`src/rtl/sbd_pkg.sv`:
```
package sbd_pkg;

  localparam int STW  = 3;
  localparam int NCMD = 5;

  // Strobe slot indices inside the command vector
  localparam int CI_MRD  = 0;
  localparam int CI_MWR  = 1;
  localparam int CI_IORD = 2;
  localparam int CI_IOWR = 3;
  localparam int CI_INTA = 4;

  typedef enum logic [STW-1:0] {
    SC_INTA  = 3'b000,
    SC_IORD  = 3'b001,
    SC_IOWR  = 3'b010,
    SC_HALT  = 3'b011,
    SC_FETCH = 3'b100,
    SC_MRD   = 3'b101,
    SC_MWR   = 3'b110,
    SC_IDLE  = 3'b111
  } bus_code_e;

  typedef enum logic [1:0] {
    PH_IDLE,
    PH_ALE,
    PH_CMD,
    PH_HALT
  } phase_e;

  function automatic logic [NCMD-1:0] cmd_onehot(input bus_code_e c);
    logic [NCMD-1:0] v;
    v = '0;
    case (c)
      SC_MRD, SC_FETCH: v[CI_MRD]  = 1'b1;
      SC_MWR:           v[CI_MWR]  = 1'b1;
      SC_IORD:          v[CI_IORD] = 1'b1;
      SC_IOWR:          v[CI_IOWR] = 1'b1;
      SC_INTA:          v[CI_INTA] = 1'b1;
      default:          v = '0;
    endcase
    return v;
  endfunction

  function automatic logic code_writes(input bus_code_e c);
    return (c == SC_MWR) || (c == SC_IOWR);
  endfunction

endpackage

```
`src/rtl/sbd_status_sampler.sv`:
```
module sbd_status_sampler #(
  parameter int               W         = 3,
  parameter logic [W-1:0]     IDLE_CODE = '1
) (
  input  logic         clk,
  input  logic         rst,
  input  logic [W-1:0] status_i,
  input  logic         armed_i,
  output logic         start_o,
  output logic         passive_o
);

  logic prev_idle_q;

  assign passive_o = (status_i == IDLE_CODE);

  // The previous sample is taken to be idle out of reset
  always_ff @(posedge clk) begin
    if (rst) prev_idle_q <= 1'b1;
    else     prev_idle_q <= passive_o;
  end

  assign start_o = armed_i & prev_idle_q & ~passive_o;

endmodule

```
`src/rtl/sbd_cycle_fsm.sv`:
```
module sbd_cycle_fsm
  import sbd_pkg::*;
(
  input  logic      clk,
  input  logic      rst,
  input  logic      start_i,
  input  logic      passive_i,
  input  bus_code_e code_i,
  output logic      armed_o,
  output phase_e    phase_nxt_o,
  output bus_code_e kind_nxt_o
);

  phase_e    phase_q;
  bus_code_e kind_q;

  always_comb begin
    phase_nxt_o = phase_q;
    kind_nxt_o  = kind_q;
    unique case (phase_q)
      PH_IDLE: if (start_i) begin
        phase_nxt_o = PH_ALE;
        kind_nxt_o  = code_i;
      end
      PH_ALE:  phase_nxt_o = (kind_q == SC_HALT) ? PH_HALT : PH_CMD;
      PH_CMD:  if (passive_i) phase_nxt_o = PH_IDLE;
      PH_HALT: if (passive_i) phase_nxt_o = PH_IDLE;
      default: phase_nxt_o = PH_IDLE;
    endcase
  end

  always_ff @(posedge clk) begin
    if (rst) begin
      phase_q <= PH_IDLE;
      kind_q  <= SC_IDLE;
    end else begin
      phase_q <= phase_nxt_o;
      kind_q  <= kind_nxt_o;
    end
  end

  assign armed_o = (phase_q == PH_IDLE);

endmodule

```
`src/rtl/sbd_strobe_gen.sv`:
```
module sbd_strobe_gen
  import sbd_pkg::*;
(
  input  logic            clk,
  input  logic            rst,
  input  phase_e          phase_i,
  input  bus_code_e       kind_i,
  output logic            ale_o,
  output logic [NCMD-1:0] cmd_o,
  output logic            den_o,
  output logic            dt_tx_o
);

  logic [NCMD-1:0] sel;
  logic            in_cmd;
  logic            in_cycle;

  assign sel      = cmd_onehot(kind_i);
  assign in_cmd   = (phase_i == PH_CMD);
  assign in_cycle = (phase_i != PH_IDLE);

  for (genvar i = 0; i < NCMD; i++) begin : g_strobe
    always_ff @(posedge clk) begin
      if (rst) cmd_o[i] <= 1'b0;
      else     cmd_o[i] <= in_cmd & sel[i];
    end
  end

  always_ff @(posedge clk) begin
    if (rst) begin
      ale_o   <= 1'b0;
      den_o   <= 1'b0;
      dt_tx_o <= 1'b0;
    end else begin
      ale_o   <= (phase_i == PH_ALE);
      den_o   <= in_cmd & (|sel);
      dt_tx_o <= in_cycle & code_writes(kind_i);
    end
  end

endmodule

```
`src/rtl/status_cmd_decoder.sv`:
```
module status_cmd_decoder
  import sbd_pkg::*;
(
  input  logic           clk,
  input  logic           rst,
  input  logic [STW-1:0] status_i,
  output logic           ale_o,
  output logic           mem_rd_o,
  output logic           mem_wr_o,
  output logic           io_rd_o,
  output logic           io_wr_o,
  output logic           inta_o,
  output logic           den_o,
  output logic           dt_tx_o
);

  logic            start;
  logic            passive;
  logic            armed;
  phase_e          phase_nxt;
  bus_code_e       kind_nxt;
  logic [NCMD-1:0] cmd;

  sbd_status_sampler #(
    .W         (STW),
    .IDLE_CODE (SC_IDLE)
  ) u_sampler (
    .clk       (clk),
    .rst       (rst),
    .status_i  (status_i),
    .armed_i   (armed),
    .start_o   (start),
    .passive_o (passive)
  );

  sbd_cycle_fsm u_fsm (
    .clk         (clk),
    .rst         (rst),
    .start_i     (start),
    .passive_i   (passive),
    .code_i      (bus_code_e'(status_i)),
    .armed_o     (armed),
    .phase_nxt_o (phase_nxt),
    .kind_nxt_o  (kind_nxt)
  );

  sbd_strobe_gen u_strobe (
    .clk     (clk),
    .rst     (rst),
    .phase_i (phase_nxt),
    .kind_i  (kind_nxt),
    .ale_o   (ale_o),
    .cmd_o   (cmd),
    .den_o   (den_o),
    .dt_tx_o (dt_tx_o)
  );

  assign mem_rd_o = cmd[CI_MRD];
  assign mem_wr_o = cmd[CI_MWR];
  assign io_rd_o  = cmd[CI_IORD];
  assign io_wr_o  = cmd[CI_IOWR];
  assign inta_o   = cmd[CI_INTA];

endmodule

```
`config.mk`:
```
export PLATFORM = sky130hd
export DESIGN_NAME = status_cmd_decoder
export DESIGN_NICKNAME = d
export VERILOG_FILES = /design/src/rtl/sbd_pkg.sv /design/src/rtl/sbd_status_sampler.sv /design/src/rtl/sbd_cycle_fsm.sv /design/src/rtl/sbd_strobe_gen.sv /design/src/rtl/status_cmd_decoder.sv
export SDC_FILE = /design/constraint.sdc
export NUM_CORES = 1
export LEC_CHECK = 0
export BUFFER_PORTS_ARGS = -buffer_cell sky130_fd_sc_hd__buf_2
export CAP_MARGIN = 20
export CORE_AREA = 2 2 49 51
export CTS_CLUSTER_SIZE = 12
export DETAILED_ROUTE_END_ITERATION = 16
export DIE_AREA = 0 0 51 53
export GPL_TIMING_DRIVEN = 0
export HOLD_SLACK_MARGIN = 0.02
export PLACE_DENSITY = 0.55
export SETUP_SLACK_MARGIN = 0.2
export SYNTH_ARGS = -nofsm -noshare
export SYNTH_HDL_FRONTEND = slang
export SYNTH_SLANG_ARGS = --single-unit
```
`constraint.sdc`:
```
create_clock -name clk -period 1.7 [get_ports clk]
set_input_delay 0.34 -clock clk [delete_from_list [all_inputs] [get_ports clk]]
set_output_delay 0.34 -clock clk [all_outputs]
set_load 0.005 [all_outputs]
```
==> results by group, run 1 <==
Yosys
  • Net count after synthesis: 60
  • Seq cells post-synth: 14
  • Cells after Synth: 55
  • Synth Cell Area: 629 um^2
  • Synth warnings: 0
  • Top cells by area, synth: dfxtp_1 (45%), nor4b_2 (4.8%), a211oi_1 (3.6%)
  • Distinct cells, synth: 31
  • Mean Syn Cell Area: 11.4 um^2
  • Largest area contributor in the netlist: dfxtp_1
  • Register area share after synthesis: around 45%
  • Proportion of netlist area held by the largest area contributor: 44.5%

Worst hold path
  • Worst hold path type: input pin to register
  • Hold path cells: 2

Clock network
  • Clk pin slew, worst setup/hold paths: approximately 0.080 ns
  • Setup Buffers After CTS: 0
  • Worst-Skew Late Latency: about 0.28 ns
  • CTS Sinks: 14
  • CTS tree: yes
  • Clock buffers created by TritonCTS: 3
  • CTS max path bufs: 2
  • H-tree lvl count: 1
  • Hold-fix buffers, CTS: 0
  • Clk root buf: clkbuf_4

Routing
  • Drt via density: 4.87
  • Drt wl/cell: approximately 12 um
  • DR vias: between 400 and 500
  • Final ANT Viol Nets: 0
  • Remaining DRCs: 0
  • Final wirelength: around 1200 um
  • DRT iter0 DRCs: 10
  • DR pass1 iterations: 4

Power
  • Sw Ratio: 27.4%
  • Leak: ~0.31 nW
  • Worst VDD drop: ~0.00048 V
  • Power Density: around 990 nW/um^2
  • Internal power: ~0.00055 W
  • Clock power frac: between 30% and 40%
  • Net Sw Power: between 0.0002 and 0.00025 W
  • Comb power frac: 19.9%
  • Register share of total power: 48.5%

Floorplanning
  • Die width: 51 um
  • Die height: approximately 53 um
  • Core area: 2150 um^2
  • # IOs: 13
  • Total die area: approximately 2700 um^2
  • Effective utilization at floorplan: between 20% and 30%
  • Row count: 17

Cells and area
  • Layout cells sized above 1: around two fifths
  • Area added between synthesis and finish: 22.5%
  • Register area: between 200 and 300 um^2
  • Layout fillers: approximately 220
  • Area of the multi-input gates: around 340 um^2
  • Most frequent cells in the layout: dfxtp_1 (13), buf_2 (12), a211oi_1 (3), clkbuf_4 (3)
  • Fin cells: slightly below 100
  • Layout Nets: 77
  • Number of diodes: 0
  • Most common cell after layout, fill and taps aside: dfxtp_1

Critical path
  • Crit path max-delay family: simple AND/OR/NAND/NOR gates
  • Crit-path max cell delay: 0.47 ns
  • Data arrival, critical path: ~1.7 ns
  • Slowest cell on crit path: or4b_1
  • Worst Path Class, Setup: register to register
  • CP required: between 1.5 and 2 ns
  • Worst setup SP type: register
  • CP Depth: 4
  • Worst Path Buf+Inv: 1
  • Crit path max fanout: 10
  • Critical Path, Cell by Cell: buf_6, or4b_1, o211a_2, nor4b_2
  • Worst Reg2Reg Path Length in Cells: 4
  • Crit end category: register
  • Reg-to-reg setup timing slack: 0.21 ns

Global route
  • Pin count of the biggest net entering global routing: 11
  • Grt ovf: 0
  • Gr usage total: 9.94%
  • Vias in the first global route: a little under 400
  • Initial antenna violation count: 0
  • First-pass GRT wire length: 1920 um

Timing
  • Hold WS: approximately 0.35 ns
  • Fmax: between 0.6 and 0.7 GHz
  • Final Worst Setup Slack: between 0.2 and 0.25 ns
  • Fin crit period: 1.49 ns
  • Worst Skew: ~0.0089 ns
  • Final hold violations: 0
  • Final Setup Violations: 0
  • Max Slew Vio Count: 0
  • Max_slew headroom: around two thirds
  • RSZ-0062 raised after global routing: true
  • Fin crit share: between 80% and 90%
  • Slew of the pin with the lowest slew margin: roughly 0.52 ns
  • Setup TNS: 0 ns

Placed design
  • Cell count after placement: 95
  • Place WS: approximately 0.14 ns
  • PortBufs: 12
  • DP HPWL: between 800 and 900 um
  • Placer congestion estimate: approximately 0.78

Run
  • Number of max-cap violations: 0

Status
  • Status: complete, no violations
power by group through the flow:
stage                     registers, W  clock network [W]  logic (W)
final                         0.000370           0.000241   0.000152
after global placement        0.000375                  0   0.000146
after detailed placement      0.000375                  0   0.000146
after CTS                     0.000367           0.000242   0.000147
after global routing          0.000373           0.000260   0.000166
after floorplan               0.000372                  0   0.000109
synth_stat cells, drive strengths merged:
cell	n
inv	2
o32a	1
and3	1
mux2i	1
dfxtp	14
o32ai	1
nand3	2
and3b	2
or3b	2
nor3b	1
o21ai	2
nor3	1
a21oi	1
or4b	2
o211a	2
nor2	2
and4b	1
buf	1
nor4	1
o211ai	1
nand3b	1
nand2b	2
a221oi	1
or2b	1
nor4b	2
nand4b	1
or2	2
a211oi	4
worst register-to-register path, delay by kind of cell, from the launching register on:
family / cells / cell delay [ns]
and+or+nand+nor: 2 / 0.74
DFF: 1 / 0.34
AOI/OAI and AO/OA: 1 / 0.20
buffers and inverters: 1 / 0.14
metrics by stage:
stage	cell area, um^2	total power (W)	utilization, %
floorplan	629	0.000481	-
global placement	724	0.000520	33.7
detailed placement	724	0.000521	33.7
CTS	761	0.000757	35.4
global route	771	0.000798	35.9
finish	771	0.000762	35.9
cell type report:
cell class                 count  area share [%]
buffer                         1            1.46
clock buffer                   4            4.71
inverter                       2           0.974
multi-input combinational     38            44.0
sequential                    14            36.5
tap                           28            4.55
timing repair buffer          12            7.79
per-layer routing:
| layer | vias up | track usage, % | wire (um) |
|---|---|---|---|
| met5 | - | 0 | 0 |
| met4 | 0 | 5.41 | 19 |
| met3 | 2 | 3.39 | 71 |
| met2 | 17 | 13.4 | 503 |
| met1 | 214 | 13.6 | 622 |
| li1 | 249 | - | - |
path summary, 6_finish.rpt:
kind / from / endpoint
worst min-delay path: rst / u_fsm.phase_q[1]
worst min register to register: u_fsm.phase_q[0] / u_fsm.phase_q[0]
worst max-delay path: u_fsm.phase_q[1] / u_strobe.cmd_o[2]
worst max register to register: u_fsm.phase_q[1] / u_strobe.cmd_o[2]
flip-flops by register name (all words and copies together) (netlist names):
register,flops
u_strobe.den_o,1
u_strobe.dt_tx_o,1
u_sampler.prev_idle_q,1
u_fsm.kind_q,3
u_strobe.ale_o,1
u_strobe.cmd_o,5
u_fsm.phase_q,2
timing repair:
action / 4_1_cts / 5_1_grt
endpoints found under the setup margin: 1 / 6
pin swaps: 1 / 1
resized for setup: 0 / 2
cells by family (layout without fill, tap and decap cells):
family,count (synthesis),after routing,synth area share [%]
and+or+nand+nor,24,24,31.0
DFF,14,14,44.5
buffers and inverters,3,19,2.98
AOI/OAI and AO/OA,13,13,19.9
muxes,1,1,1.59
No activity file was read; power rests on OpenSTA's default activity.
==> run 2: changes to the inputs <==
- ABC_AREA: default -> 1
- CORE_AREA: 2 2 49 51 -> 2 2 48 50
- DIE_AREA: 0 0 51 53 -> 0 0 50 52
==> results by group, run 2 <==
Critical path
  • Crit end category: register
  • Data arrival, critical path: between 1 and 1.5 ns
  • Crit path max fanout: 4
  • Worst setup SP type: register
  • Worst Path Class, Setup: register to register
  • CP required: roughly 1.9 ns

Power
  • Clock power frac: between 30% and 40%
  • Net Sw Power: roughly 0.00021 W
  • Leak: roughly 0.39 nW
  • Register share of total power: about half
  • Internal power: ~0.00053 W
  • Comb power frac: about a fifth
  • Power Density: 1010 nW/um^2
  • Power, Total: about 0.00074 W
  • Sw Ratio: between 20 and 30%
  • Worst VDD drop: ~0.00033 V

Yosys
  • Top cells by area, synth: dfxtp_1 (47%), nand2_1 (18%), inv_1 (6.9%)
  • Cells after Synth: 78
  • Net count after synthesis: 83
  • Post-synth top flop: dfxtp_1
  • Multiplexer share of the synthesized area: 0%
  • Ys async rst share: 0%
  • Synth warnings: 0
  • Compound-gate portion of the synthesized area: 2.94%
  • Synth Area in Simple Gates: between 40% and 50%
  • Register area share after synthesis: 47.0%
  • Count leader, synth: nand2_1
  • Largest family of logic cells by synthesized area: simple AND/OR/NAND/NOR gates
  • Number of enable flip-flop cells after synthesis: 0
  • Distinct cells, synth: 13
  • Seq cells post-synth: 14
  • Synth top cells by count: nand2_1 (28), dfxtp_1 (14), inv_1 (11), nor2_1 (8), nand2_2 (5)
  • Mean Syn Cell Area: ~7.7 um^2
  • Largest area contributor in the netlist: dfxtp_1
  • Xor/xnor share of the synthesized area: 0%
  • Synth Area in Adders: 0%
  • Synth Cell Area: between 500 and 600 um^2
  • Proportion of netlist area held by the largest area contributor: 47.0%

Clock network
  • Worst-Skew Late Latency: approximately 0.28 ns
  • Clock buffers created by TritonCTS: 3
  • Clk root buf: clkbuf_4
  • Hold-fix buffers, CTS: 0
  • CTS-repair resized insts: 0
  • Setup Buffers After CTS: 0
  • Clk pin slew, worst setup/hold paths: approximately 0.090 ns
  • CTS tree: yes
  • H-tree lvl count: 1
  • CTS Sinks: 14
  • CTS max path bufs: 2

Cells and area
  • Most flops, register: u_strobe.cmd_o
  • Largest regs: u_strobe.cmd_o: 5 flops, u_fsm.kind_q: 3 flops, u_fsm.phase_q: 2 flops
  • Most common cell after layout, fill and taps aside: nand2_1
  • Layout Nets: 100
  • Area added between synthesis and finish: 22.0%
  • Layout cells sized above 1: 29.8%
  • Most frequent cells in the layout: nand2_1 (28), dfxtp_1 (14), buf_2 (12)
  • Number of diodes: 0
  • Layout fillers: 232
  • Max reg flops: 5

Global route
  • Pin count of the biggest net entering global routing: 10
  • First-pass GRT wire length: 1880 um
  • Initial antenna violation count: 0
  • Grt ovf: 0
  • Vias in the first global route: approximately 480
  • Gr usage total: roughly 10%

Timing
  • RSZ-0062 raised after global routing: false
  • Fmax: between 0.8 and 0.9 GHz
  • Final hold violations: 0
  • Worst Skew: 0.00723 ns
  • Max Slew Vio Count: 0
  • Slew of the pin with the lowest slew margin: between 0.2 and 0.3 ns
  • Fin crit share: 68.0%
  • Final Worst Setup Slack: approximately 0.54 ns
  • Hold WS: between 0.2 and 0.25 ns
  • Max_slew headroom: a little over 80%
  • Setup TNS: 0 ns
  • Final Setup Violations: 0
  • Fin crit period: 1.16 ns

Routing
  • DR vias: just over 500
  • Remaining DRCs: 0
  • Final wirelength: between 1000 and 1500 um
  • Final ANT Viol Nets: 0
  • Drt via density: between 4 and 5
  • DR pass1 iterations: 4
  • Drt wl/cell: between 8 and 9 um
  • DRT iter0 DRCs: 5

Floorplanning
  • # IOs: 13
  • Die height: around 52 um
  • Row count: 17
  • Total die area: 2600 um^2
  • Core area: around 2100 um^2
  • Effective utilization at floorplan: between 20% and 30%
  • Die width: 50 um

Status
  • Status: complete, no violations

Run
  • Number of max-cap violations: 0

Placed design
  • Place WS: 0.481 ns
  • Placer congestion estimate: around 0.82
  • DP HPWL: roughly 850 um
  • PortBufs: 12

Worst hold path
  • Worst hold path type: input pin to register
## run 2: final timing paths
| kind | from | to | slack [ns] | depth (start not counted) |
|---|---|---|---|---|
| max | u_sampler.prev_idle_q | u_strobe.den_o | 0.54 | 6 |
| min | rst | u_strobe.ale_o | 0.25 | 2 |
| max reg2reg | u_sampler.prev_idle_q | u_strobe.den_o | 0.54 | 6 |
| min reg2reg | u_fsm.kind_q[2] | u_strobe.cmd_o[1] | 0.58 | 4 |
## run 2: kinds of logic (layout without fill, tap and decap cells)
kind of cell | after synthesis | after routing
simple gates | 51 | 51
flops | 14 | 14
buf+inv | 11 | 27
compound gates | 2 | 2
## run 2: worst max-delay path: stages (launching register included)
cell and delay [ns]:
dfxtp_1 0.39, nor3b_2 0.30, nand3_1 0.12, nand2_1 0.11, nand2_1 0.06, nand2_1 0.05
inv_1 0.03
## run 2: cell type report
cell class	instances	area (um^2)	share of cell area, %
sequential	14	280	38.5
multi-input combinational	53	275	37.8
timing repair buffer	12	60.1	8.25
inverter	11	41.3	5.67
clock buffer	4	36.3	4.98
tap	28	35.0	4.81
## run 2: power groups by stage
stage	sequential (W)	clock [W]	combinational, W
2_1_floorplan	0.000368	0	0.000104
3_3_place_gp	0.000369	0	0.000139
3_5_place_dp	0.000370	0	0.000140
4_1_cts	0.000362	0.000251	0.000140
5_1_grt	0.000365	0.000264	0.000161
6_report	0.000362	0.000237	0.000139
## run 2: layer usage
metal	GRT usage, %	wire (um)
met5	0	0
met4	9.72	26
met3	2.30	35
met2	16.0	543
met1	11.0	452
## run 2: stage by stage
step	instances	util [%]	cell area, um^2
after floorplan	78	-	597
after global placement	118	32.9	692
after detailed placement	118	32.9	692
after CTS	122	34.6	728
after global routing	122	34.6	728
final	122	34.6	728
==> run 3: changes to the inputs <==
- PLACE_DENSITY: 0.55 -> 0.56
- clock period: 1.7 -> 0.9 ns (I/O delays scaled with it)
==> results by group, run 3 (synthesized netlist as in run 2, its figures left out) <==
Status
  • Status: finished with violations
  • Violations in the final reports: negative setup slack

Floorplanning
  • Die width: 50 um
  • Total die area: about 2600 um^2
  • Die height: ~52 um
  • Effective utilization at floorplan: between 20% and 30%
  • # IOs: 13
  • Row count: 17
  • Core area: 2110 um^2

Clock network
  • H-tree lvl count: 1
  • CTS Sinks: 14
  • Worst-Skew Late Latency: around 0.27 ns
  • CTS max path bufs: 2
  • Clock buffers created by TritonCTS: 3
  • Clk pin slew, worst setup/hold paths: roughly 0.080 ns
  • Clk root buf: clkbuf_4
  • CTS tree: yes

Cells and area
  • Largest regs: u_strobe.cmd_o: 5 flops, u_fsm.kind_q: 3 flops, u_fsm.phase_q: 2 flops
  • Final core occ: about two fifths
  • Most common cell after layout, fill and taps aside: nand2_1
  • Layout Nets: 104
  • Max reg flops: 5
  • Most flops, register: u_strobe.cmd_o
  • Most frequent cells in the layout: nand2_1 (22), buf_2 (12), nand2_2 (11)
  • Layout cells sized above 1: a little over two fifths
  • Area added between synthesis and finish: 35.2%
  • Number of diodes: 0

Timing
  • Fin crit share: 121%
  • RSZ-0062 raised after global routing: true
  • Max_slew headroom: roughly 86%
  • Slew of the pin with the lowest slew margin: around 0.22 ns
  • Worst Skew: about 0.0039 ns
  • Final Setup Violations: 12
  • Fin crit period: 1.09 ns
  • Max Slew Vio Count: 0
  • Final Worst Setup Slack: -0.187 ns
  • Fmax: roughly 0.9 GHz
  • Final hold violations: 0
  • Hold WS: 0.0862 ns

Critical path
  • Crit end category: register
  • Reg-to-reg setup timing slack: -0.19 ns
  • FF-to-FF End: u_strobe.cmd_o[3]
  • Crit path max fanout: 5
  • CP required: approximately 1.1 ns
  • End of the critical path: u_strobe.cmd_o[3]
  • Worst Path Class, Setup: register to register
  • Worst setup SP type: register
  • Worst Reg2Reg Path Length in Cells: 5
  • Crit Reg-Reg Startpoint: u_fsm.phase_q[0]
  • CP Launch Point: u_fsm.phase_q[0]
  • Data arrival, critical path: 1.30 ns

Global route
  • Pin count of the biggest net entering global routing: 9
  • Gr usage total: between 10% and 20%
  • Vias in the first global route: 512
  • Initial antenna violation count: 0
  • First-pass GRT wire length: 2070 um
  • Grt ovf: 0

Worst hold path
  • Worst hold path type: input pin to register

Routing
  • Final ANT Viol Nets: 0
  • Drt wl/cell: around 9.1 um
  • DR pass1 iterations: 4
  • Drt via density: roughly 4.2
  • Remaining DRCs: 0
  • DR vias: 529
  • DRT iter0 DRCs: 16
  • Final wirelength: approximately 1100 um

Power
  • Worst VDD drop: 0.00120 V
  • Power Density: about 1800 nW/um^2
  • Leak: ~0.42 nW

Run
  • Number of max-cap violations: 0

Placed design
  • DP HPWL: approximately 850 um
  • PortBufs: 12
  • Placer congestion estimate: 0.789
==> run 3: critical path: stages, from the launching register on <==
cell and delay [ns]:
dfxtp_4 0.37, nor2_4 0.16, nand3_4 0.14, o21ai_4 0.18
nand2_2 0.07, nor2_1 0.09
==> run 3: power breakdown <==
group / leakage, nW / switching [W] / total, W / internal [W]
Clock: 0.0210 / 0.000186 / 0.000432 / 0.000246
Sequential: 0.116 / 0.0000343 / 0.000692 / 0.000658
Combinational: 0.284 / 0.000196 / 0.000321 / 0.000125
==> run 3: how the worst min path moves through the flow <==
stage	slack (ns)	from	cells after the start	to
finish	0.09	rst	2	u_strobe.ale_o
global route	0.07	rst	2	u_strobe.ale_o
global placement	0.38	rst	2	u_strobe.ale_o
floorplan	0.25	rst	1	u_strobe.ale_o
detailed placement	0.38	rst	2	u_strobe.ale_o
CTS	0.07	rst	2	u_strobe.ale_o
==> run 3: metrics by stage <==
step	instances	TNS [ns]	setup slack [ns]	instance area, um^2	total power (W)
6_report	126	-1.58	-0.187	807	0.00144
5_1_grt	126	-2.45	-0.244	807	0.00156
4_1_cts	125	-1.49	-0.176	778	0.00144
3_5_place_dp	118	-1.36	-0.162	714	0.000985
3_3_place_gp	118	-1.29	-0.157	714	0.000982
2_1_floorplan	78	-0.443	-0.0739	619	0.000915
==> run 3: what timing repair did <==
item	CTS	global route
setup endpoints to repair	21	21
cloned	1	0
setup buffers	2	1
hold buffers	0	0
resized for setup	1	8
pin swaps	1	15
==> run 3: cell type report <==
type | instances | area (um^2)
Fill cell | 224 | 1300
Clock buffer | 4 | 36.3
Inverter | 11 | 41.3
Sequential cell | 14 | 293
Tap cell | 28 | 35.0
Timing Repair Buffer | 15 | 82.6
Multi-Input combinational cell | 54 | 319
==> run 3: layer usage <==
metal | GRT usage, % | vias to the layer above | part of all wire, %
met2 | 18.6 | 8 | 50
met1 | 11.4 | 243 | 45
met3 | 5.17 | 0 | 5.2
met5 | 0 | - | 0
met4 | 1.85 | 0 | 0
li1 | - | 278 | -
